`config.mk`:
```
export PLATFORM = sky130hd
export DESIGN_NAME = noise_sum_synth
export DESIGN_NICKNAME = d
export VERILOG_FILES = /design/src/rtl/nsg_pkg.sv /design/src/rtl/nsg_section.sv /design/src/rtl/nsg_fill.sv /design/src/rtl/nsg_adder.sv /design/src/rtl/noise_sum_synth.sv
export SDC_FILE = /design/constraint.sdc
export NUM_CORES = 1
export LEC_CHECK = 0
export BUFFER_PORTS_ARGS = -buffer_cell sky130_fd_sc_hd__buf_4
export CAP_MARGIN = 20
export CORE_ASPECT_RATIO = 0.5
export CORE_MARGIN = 3
export CORE_UTILIZATION = 50
export CTS_BUF_LIST = sky130_fd_sc_hd__clkbuf_16
export DETAILED_ROUTE_END_ITERATION = 16
export PLACE_DENSITY = 0.67
export SYNTH_ARGS = -nofsm -noshare
export SYNTH_HDL_FRONTEND = slang
export SYNTH_SLANG_ARGS = --single-unit
```
`constraint.sdc`:
```
create_clock -name clk_i -period 5.8 [get_ports clk_i]
set_input_delay 0.87 -clock clk_i [delete_from_list [all_inputs] [get_ports clk_i]]
set_output_delay 0.87 -clock clk_i [all_outputs]
set_load 0.03 [all_outputs]
```
`src/rtl/nsg_pkg.sv`:
```
package nsg_pkg;

  localparam int DEF_SECTIONS = 12;
  localparam int DEF_SEC_W    = 8;

  // Width that holds the sum of n unsigned codes of w bits each.
  function automatic int sum_width(input int n, input int w);
    return w + $clog2(n);
  endfunction

  // Largest value the sum can take.
  function automatic int peak_sum(input int n, input int w);
    return n * ((1 << w) - 1);
  endfunction

endpackage

```
`src/rtl/nsg_section.sv`:
```
module nsg_section #(
  parameter int W = 8
) (
  input  logic         clk_i,
  input  logic         rst_ni,
  input  logic         en_i,
  input  logic         bit_i,
  output logic [W-1:0] code_o
);

  logic [W-1:0] sr_q;
  logic [W-1:0] sr_d;

  // The newest bit lands at weight 1; older bits move toward the MSB.
  always_comb begin
    sr_d = sr_q;
    if (en_i) begin
      sr_d = {sr_q[W-2:0], bit_i};
    end
  end

  always_ff @(posedge clk_i or negedge rst_ni) begin
    if (!rst_ni) begin
      sr_q <= '0;
    end else begin
      sr_q <= sr_d;
    end
  end

  assign code_o = sr_q;

endmodule

```
`src/rtl/nsg_fill.sv`:
```
module nsg_fill #(
  parameter int W = 8
) (
  input  logic clk_i,
  input  logic rst_ni,
  input  logic en_i,
  output logic full_o
);

  localparam int CW = $clog2(W + 1);

  logic [CW-1:0] cnt_q;
  logic [CW-1:0] cnt_d;
  logic          at_limit;

  assign at_limit = (cnt_q == CW'(W));

  // Counts enabled shifts and stops once a full register's worth has arrived.
  always_comb begin
    cnt_d = cnt_q;
    if (en_i && !at_limit) begin
      cnt_d = cnt_q + CW'(1);
    end
  end

  always_ff @(posedge clk_i or negedge rst_ni) begin
    if (!rst_ni) begin
      cnt_q <= '0;
    end else begin
      cnt_q <= cnt_d;
    end
  end

  assign full_o = at_limit;

endmodule

```
`src/rtl/nsg_adder.sv`:
```
module nsg_adder #(
  parameter int N  = 12,
  parameter int W  = 8,
  parameter int SW = 12
) (
  input  logic [N*W-1:0] codes_i,
  output logic [SW-1:0]  sum_o
);

  always_comb begin
    sum_o = '0;
    for (int i = 0; i < N; i++) begin
      sum_o = sum_o + SW'(codes_i[i*W +: W]);
    end
  end

endmodule

```
`src/rtl/noise_sum_synth.sv`:
```
module noise_sum_synth
  import nsg_pkg::*;
#(
  parameter  int NUM_SEC = DEF_SECTIONS,
  parameter  int SEC_W   = DEF_SEC_W,
  localparam int SUM_W   = sum_width(NUM_SEC, SEC_W)
) (
  input  logic               clk_i,
  input  logic               rst_ni,
  input  logic               en_i,
  input  logic [NUM_SEC-1:0] bits_i,
  output logic [SUM_W-1:0]   sample_o,
  output logic               valid_o
);

  logic [NUM_SEC*SEC_W-1:0] codes;
  logic [SUM_W-1:0]         sum_c;
  logic                     filled;

  logic                     en_q;
  logic                     en_d;
  logic [SUM_W-1:0]         sample_q;
  logic [SUM_W-1:0]         sample_d;
  logic                     valid_q;
  logic                     valid_d;

  for (genvar g = 0; g < NUM_SEC; g++) begin : g_sec
    nsg_section #(
      .W(SEC_W)
    ) u_sec (
      .clk_i  (clk_i),
      .rst_ni (rst_ni),
      .en_i   (en_i),
      .bit_i  (bits_i[g]),
      .code_o (codes[g*SEC_W +: SEC_W])
    );
  end

  nsg_fill #(
    .W(SEC_W)
  ) u_fill (
    .clk_i  (clk_i),
    .rst_ni (rst_ni),
    .en_i   (en_i),
    .full_o (filled)
  );

  nsg_adder #(
    .N (NUM_SEC),
    .W (SEC_W),
    .SW(SUM_W)
  ) u_add (
    .codes_i (codes),
    .sum_o   (sum_c)
  );

  // Output stage: capture the sum one clock after each enabled shift.
  always_comb begin
    en_d     = en_i;
    sample_d = sample_q;
    if (en_q) begin
      sample_d = sum_c;
    end
    valid_d  = en_q & filled;
  end

  always_ff @(posedge clk_i or negedge rst_ni) begin
    if (!rst_ni) begin
      en_q     <= 1'b0;
      sample_q <= '0;
      valid_q  <= 1'b0;
    end else begin
      en_q     <= en_d;
      sample_q <= sample_d;
      valid_q  <= valid_d;
    end
  end

  assign sample_o = sample_q;
  assign valid_o  = valid_q;

endmodule

```
==> metrics.md, run 1 <==
| Metric | Value |
|---|---|
| Worst hold-check path type | `register to register` |
| Post-layout minimum cycle time | `5570 ps` |
| Layout net count | `667` |
| Post-synth EDFFs | `0` |
| Post-synth top cells | `dfrtp_1, inv_1, mux2_2` |
| Final Instance Area | `0.00771 sq mm` |
| Seq/Total Area, Yosys | `0.430` |
| Synth Flop Type | `dfrtp_1` |
| WL met2 | `4850 um` |
| Startpoint Class | `register` |
| Routed len/inst | `roughly 16 um` |
| Max incr delay on CP | `around 570 ps` |
| Post-CTS setup buffers | `0` |
| Post-DP Area | `0.00701 sq mm` |
| Top Metal Used | `met4` |
| Measured slew at the worst slew-check pin | `1020 ps` |
| Yosys warns | `0` |
| Diodes inserted | `0` |
| Total wire length | `11800 um` |
| Cts hold-fix bufs | `0` |
| Synth unique cells | `39` |
| I/O Pins | `28` |
| Share of post-route cells with drive strength above 1 | `0.275` |
| Worst r2r path cells | `21` |
| Fin crit share | `0.961` |
| Launch point of the worst reg-to-reg path | `g_sec[0].u_sec.code_o[0]` |
| Most frequent cell after synthesis | `dfrtp_1` |
| Crit Path Max Fanout | `5` |
| Cells after Synth | `520` |
| Row count | `29` |
| Outcome | `completed` |
| Port bufs | `27` |
| Initial Util | `0.518` |
| Crit-path most repeated cell | `fa_1` |
| Clock sink count | `114` |
| Worst path required time | `6090 ps` |
| Vias per cell | `~5` |
| Syn Nets | `633` |
| Fill cells | `roughly 1000` |
| Core area | `roughly 0.013 sq mm` |
| Top-area cell type share of the netlist area | `0.430` |
| Area grow syn2layout | `16.2%` |
| Crit. End Element | `register` |
| Routed length on met1 | `6490 um` |
| DIE WIDTH | `169 um` |
| Mapped cell area | `0.00664 sq mm` |
| DP Wirelength | `8280 um` |
| Tot GR Track Use | `0.179` |
| Die area | `between 0.01 and 0.015 sq mm` |
| Final design utilization | `0.602` |
| Fmax | `roughly 180 MHz` |
| DIE HEIGHT | `87.5 um` |
| Critical path class | `register to register` |
| First-pass GRT wire length | `20500 um` |
| Pin count of the biggest net entering global routing | `91` |
| Layout Skew | `~6.6 ps` |
| Startpoint of the worst hold path | `u_fill.cnt_q[3]` |
| DRC | `0` |
| ANT nets after route | `0` |
| Clk Latency, worst-skew pair | `410 ps` |
| Synth area leaders | `dfrtp_1, fa_1, mux2_2, ha_1, inv_1` |
| Arr. time, crit path | `5860 ps` |
| Fraction of registers with async set/reset | `1.00` |
| CTS buffer count | `17` |
| WHS Path Cells | `1` |
| Final hold vios | `0` |
| Hold Path End | `u_fill.cnt_q[3]` |
| CTS tree | `done` |
| Register clock-pin slew on the reported worst setup and hold paths | `roughly 60 ps` |
| DRT iter0 DRCs | `243` |
| Yosys top cell by area | `dfrtp_1` |
| Max-slew violation count | `0` |
| CP Cell Sequence | `ha_1 -> inv_1 -> fa_2 -> nor2b_2 -> o21ai_2 -> nand2_1 -> a311oi_2 -> xnor2_1 -> fa_1 -> inv_1 -> fa_1 -> fa_1 -> fa_1 -> fa_1 -> inv_1 -> ha_4 -> o21ai_1 -> o211ai_1 -> a31oi_2 -> xnor2_1 -> mux2_4` |
| Total number of vias | `about 3700` |
| Final Setup Violations | `0` |
| Synthesized flop and latch total | `114` |
| Max-cap check violation count | `0` |
| DR WL met3 | `360 um` |
| GRT overflow | `0` |
| H-tree Lvls | `4` |
| Synthesized area per cell | `12.8 sq um` |
| Slew headroom | `0.320` |
| Clock Path Buffers | `2` |
| Vias in the first global route | `slightly above 4000` |
| Initial antenna violation count | `0` |
| Slowest-stage cell, CP | `fa_1` |
| Reg2reg setup slack | `230 ps` |
| Final GP Congestion | `0.832` |
| Root buf cell | `clkbuf_16` |
| 1st-pass router iterations | `5` |
| Worst flop-to-flop path endpoint | `sample_o[10]` |
## final cells by class
| cell class | instances | area, sq um | share of cell area |
|---|---|---|---|
| sequential | 114 | 2850 | 0.370 |
| tap | 170 | 213 | 0.0276 |
| clock inverter | 15 | 223 | 0.0289 |
| clock buffer | 17 | 425 | 0.0552 |
| inverter | 90 | 338 | 0.0438 |
| multi-input combinational | 301 | 3430 | 0.445 |
| timing repair buffer | 30 | 225 | 0.0292 |
## repair_timing
| action | in CTS | in global routing |
|---|---|---|
| setup endpoints to repair | 1 | 5 |
| hold endpoints to repair | 0 | 0 |
| gates resized for setup | 1 | 12 |
| pin swaps | 0 | 7 |
## per-stage QoR
stage,hold slack (ps),setup slack (ps),TNS (ps),std cells
detailed placement,466,36.3,0,705
global route,510,-36.5,-62.8,737
finish,471,226,0,737
CTS,477,15.0,0,737
floorplan,445,449,0,520
global placement,470,127,0,705
## per-layer routing
| metal | global-route usage | vias to the layer above |
|---|---|---|
| li1 | - | 1755 |
| met2 | 0.242 | 60 |
| met1 | 0.285 | 1869 |
| met3 | 0.0372 | 12 |
| met4 | 0.0594 | 0 |
| met5 | 0 | - |
## how the worst max path moves through the flow
stage	start	endpoint	slack (ps)	cells past startpoint
6_report	g_sec[0].u_sec.code_o[0]	sample_o[10]	230	21
5_1_grt	g_sec[1].u_sec.code_o[0]	sample_o[8]	-40	20
4_1_cts	g_sec[0].u_sec.code_o[0]	sample_o[10]	10	21
3_5_place_dp	g_sec[0].u_sec.code_o[0]	sample_o[10]	40	20
3_3_place_gp	g_sec[0].u_sec.code_o[0]	sample_o[10]	130	21
2_1_floorplan	g_sec[0].u_sec.code_o[0]	sample_o[10]	450	21
## cell families (layout without fill, tap and decap cells)
kind of cell    Yosys count  count (layout)  synth area share
flops                   114             114             0.430
buf+inv                 105             152            0.0605
fa+ha+maj                98              98             0.265
mux                      84              84             0.143
compound gates           60              60            0.0543
simple gates             48              48            0.0324
xor+xnor                 11              11            0.0145
## cells in the final DEF, fill, tap and decap left out, types with 2 or more instances in the layout
cell,synthesis,layout
a31oi_2,1,2
nand2_1,28,28
xor2_1,2,2
nand4_1,3,3
buf_4,0,30
inv_1,90,93
fa_1,71,69
clkbuf_16,0,17
a31oi_1,4,3
a21o_1,3,3
clkinv_2,0,4
dfrtp_1,114,114
fa_2,0,2
a211oi_1,3,3
o21ai_0,29,27
nor2_1,8,8
bufinv_16,0,6
o21ai_1,2,3
ha_1,27,25
xnor2_1,9,9
a21oi_1,8,8
nor3_1,2,2
mux2_2,83,83
## critical path, delay by kind of cell (launching register included)
kind | cells | cell delay [ps]
buffers and inverters | 3 | 190
AOI/OAI and AO/OA | 5 | 910
and+or+nand+nor | 2 | 160
muxes | 1 | 250
DFF | 1 | 390
xor gates and xnor gates | 2 | 270
adders and majority gates | 8 | 3280
## sequential cells by signal (all words and copies together) (netlist names)
signal / cells
g_sec.u_sec.code_o: 96
en_q: 1
u_fill.cnt_q: 4
sample_o: 12
valid_o: 1
Power of run 1 is not shown: default switching activity piles up to over one toggle a cycle in this logic, so the estimate is an artifact.
==> run 2: changes to the inputs <==
--- a/config.mk
+++ b/config.mk
@@ -13,6 +13,7 @@
 export CTS_BUF_LIST = sky130_fd_sc_hd__clkbuf_16
 export DETAILED_ROUTE_END_ITERATION = 16
 export PLACE_DENSITY = 0.67
+export RECOVER_POWER = 50
 export SYNTH_ARGS = -nofsm -noshare
 export SYNTH_HDL_FRONTEND = slang
 export SYNTH_SLANG_ARGS = --single-unit
==> run 2 against run 1 <==
Flip-flop and latch count unchanged. Cell count stayed put. Sequential share of layout area is 0.11 points higher. Worst setup slack got worse by 8.9 ps. Via count decreased by 0.14%. The run now ends with max-capacitance violations, max-slew violations left.
==> metrics.md, run 2 (same netlist as run 1, synthesis figures left out) <==
| Metric | Value |
|---|---|
| Outcome | `finished with violations` |
| Failing checks | `max-capacitance violations, max-slew violations` |
| Max-slew violation count | `168` |
| Max-cap check violation count | `2` |
| Final hold vios | `0` |
| Clock sink count | `around 110` |
| Vias in the first global route | `4023` |
| Register clock-pin slew on the reported worst setup and hold paths | `roughly 50 ps` |
| Die area | `0.0148 sq mm` |
| GRT overflow | `0` |
| Fmax | `~180 MHz` |
| Port bufs | `27` |
| Non-filler cells, final | `around 740` |
| I/O Pins | `28` |
| Most frequent cells in the layout | `dfrtp_1, inv_1, mux2_2` |
| DP Wirelength | `just over 8000 um` |
| Inst Count DP | `approximately 710` |
| Worst hold-check path type | `register to register` |
| Final GP Congestion | `between 0.8 and 0.9` |
| Pin count of the biggest net entering global routing | `91` |
| Post-CTS setup buffers | `0` |
| Slew headroom | `-1.84` |
| Clk Latency, worst-skew pair | `~410 ps` |
| Routed len/inst | `16.0 um` |
| CTS tree | `done` |
| 1st-pass router iterations | `4` |
| WP buf/inv | `3` |
| Final Setup Violations | `0` |
| Max reg flops | `96` |
| Vias per cell | `approximately 5` |
| DIE HEIGHT | `87.5 um` |
| Initial Util | `0.518` |
| CP Cell Sequence | `ha_1 -> inv_1 -> fa_2 -> nor2b_2 -> o21ai_2 -> nand2_1 -> a311oi_2 -> xnor2_1 -> fa_1 -> inv_1 -> fa_1 -> fa_1 -> fa_1 -> fa_1 -> inv_1 -> ha_4 -> o21ai_1 -> o211ai_1 -> a31oi_2 -> xnor2_1 -> mux2_4` |
| Layout Skew | `around 6.7 ps` |
| Most common cell after layout, fill and taps aside | `dfrtp_1` |
| Crit-path most repeated cell | `fa_1` |
| Post-route setup slack | `217 ps` |
| Post-layout minimum cycle time | `about 5600 ps` |
| Initial antenna violation count | `0` |
| Total wire length | `roughly 12000 um` |
| Worst path required time | `6090 ps` |
| Fill cells | `1006` |
| Total number of vias | `3691` |
| Final design utilization | `0.600` |
| Layout net count | `667` |
| Register area | `0.00285 sq mm` |
| Arr. time, crit path | `5870 ps` |
| DIE WIDTH | `169 um` |
| Crit. End Element | `register` |
| Fin crit share | `0.963` |
| Diodes inserted | `0` |
| DRC | `0` |
| ANT nets after route | `0` |
| Multi-input logic area | `approximately 0.0034 sq mm` |
| WHS Path Cells | `1` |
| Slowest-stage cell, CP | `fa_1` |
| DRT iter0 DRCs | `~240` |
| Root buf cell | `clkbuf_16` |
| Crit Path Max Fanout | `5` |
| Share of post-route cells with drive strength above 1 | `0.265` |
| Core area | `about 0.013 sq mm` |
| Critical path class | `register to register` |
| Top Family by Delay on Critical Path | `adder cells` |
| Startpoint Class | `register` |
| First-pass GRT wire length | `20500 um` |
| Row count | `29` |
| Tot GR Track Use | `0.179` |
| Area grow syn2layout | `15.8%` |
| Clock Path Buffers | `2` |
| H-tree Lvls | `4` |
| Max incr delay on CP | `570 ps` |
| Worst r2r path cells | `21` |
| Dpl ws | `36.3 ps` |
| Measured slew at the worst slew-check pin | `4260 ps` |
| CTS buffer count | `17` |
| Crit path depth | `21` |
[run 2: layout make-up]
| class | instances | area share |
|---|---|---|
| sequential | 114 | 0.371 |
| tap | 170 | 0.0277 |
| clock buffer | 17 | 0.0554 |
| timing repair buffer | 30 | 0.0264 |
| inverter | 90 | 0.0440 |
| clock inverter | 15 | 0.0290 |
| multi-input combinational | 301 | 0.446 |
[run 2: worst paths after layout]
path / start / end / slack, ps
max: g_sec[0].u_sec.code_o[0] / sample_o[10] / 220
min: u_fill.cnt_q[3] / u_fill.cnt_q[3] / 470
max reg2reg: g_sec[0].u_sec.code_o[0] / sample_o[10] / 220
min reg2reg: u_fill.cnt_q[3] / u_fill.cnt_q[3] / 470
max in group asynchronous: rst_ni / u_fill.cnt_q[1] / 1730
min in group asynchronous: rst_ni / g_sec[1].u_sec.code_o[1] / 1850
[run 2: per-layer routing]
layer  wire length [um]  vias to the layer above  GRT usage
met5                  0                        -          0
met2               4850                       60      0.242
met4                119                        0     0.0594
met3                369                       11     0.0372
met1               6460                     1864      0.285
li1                   -                     1756          -
[run 2: repair_timing]
action | in CTS | in global routing
resized for setup | 1 | 12
hold buffers | 0 | 0
setup endpoints to repair | 1 | 5
pin swaps | 0 | 7
[run 2: through the flow]
step                instance area [sq um]  hold slack, ps  TNS, ps
floorplan                            6640             445        0
global placement                     7010             470        0
detailed placement                   7010             466        0
CTS                                  7660             477        0
global route                         7680             510    -62.8
finish                               7680             471        0
Power of run 2 is left out for the same reason.
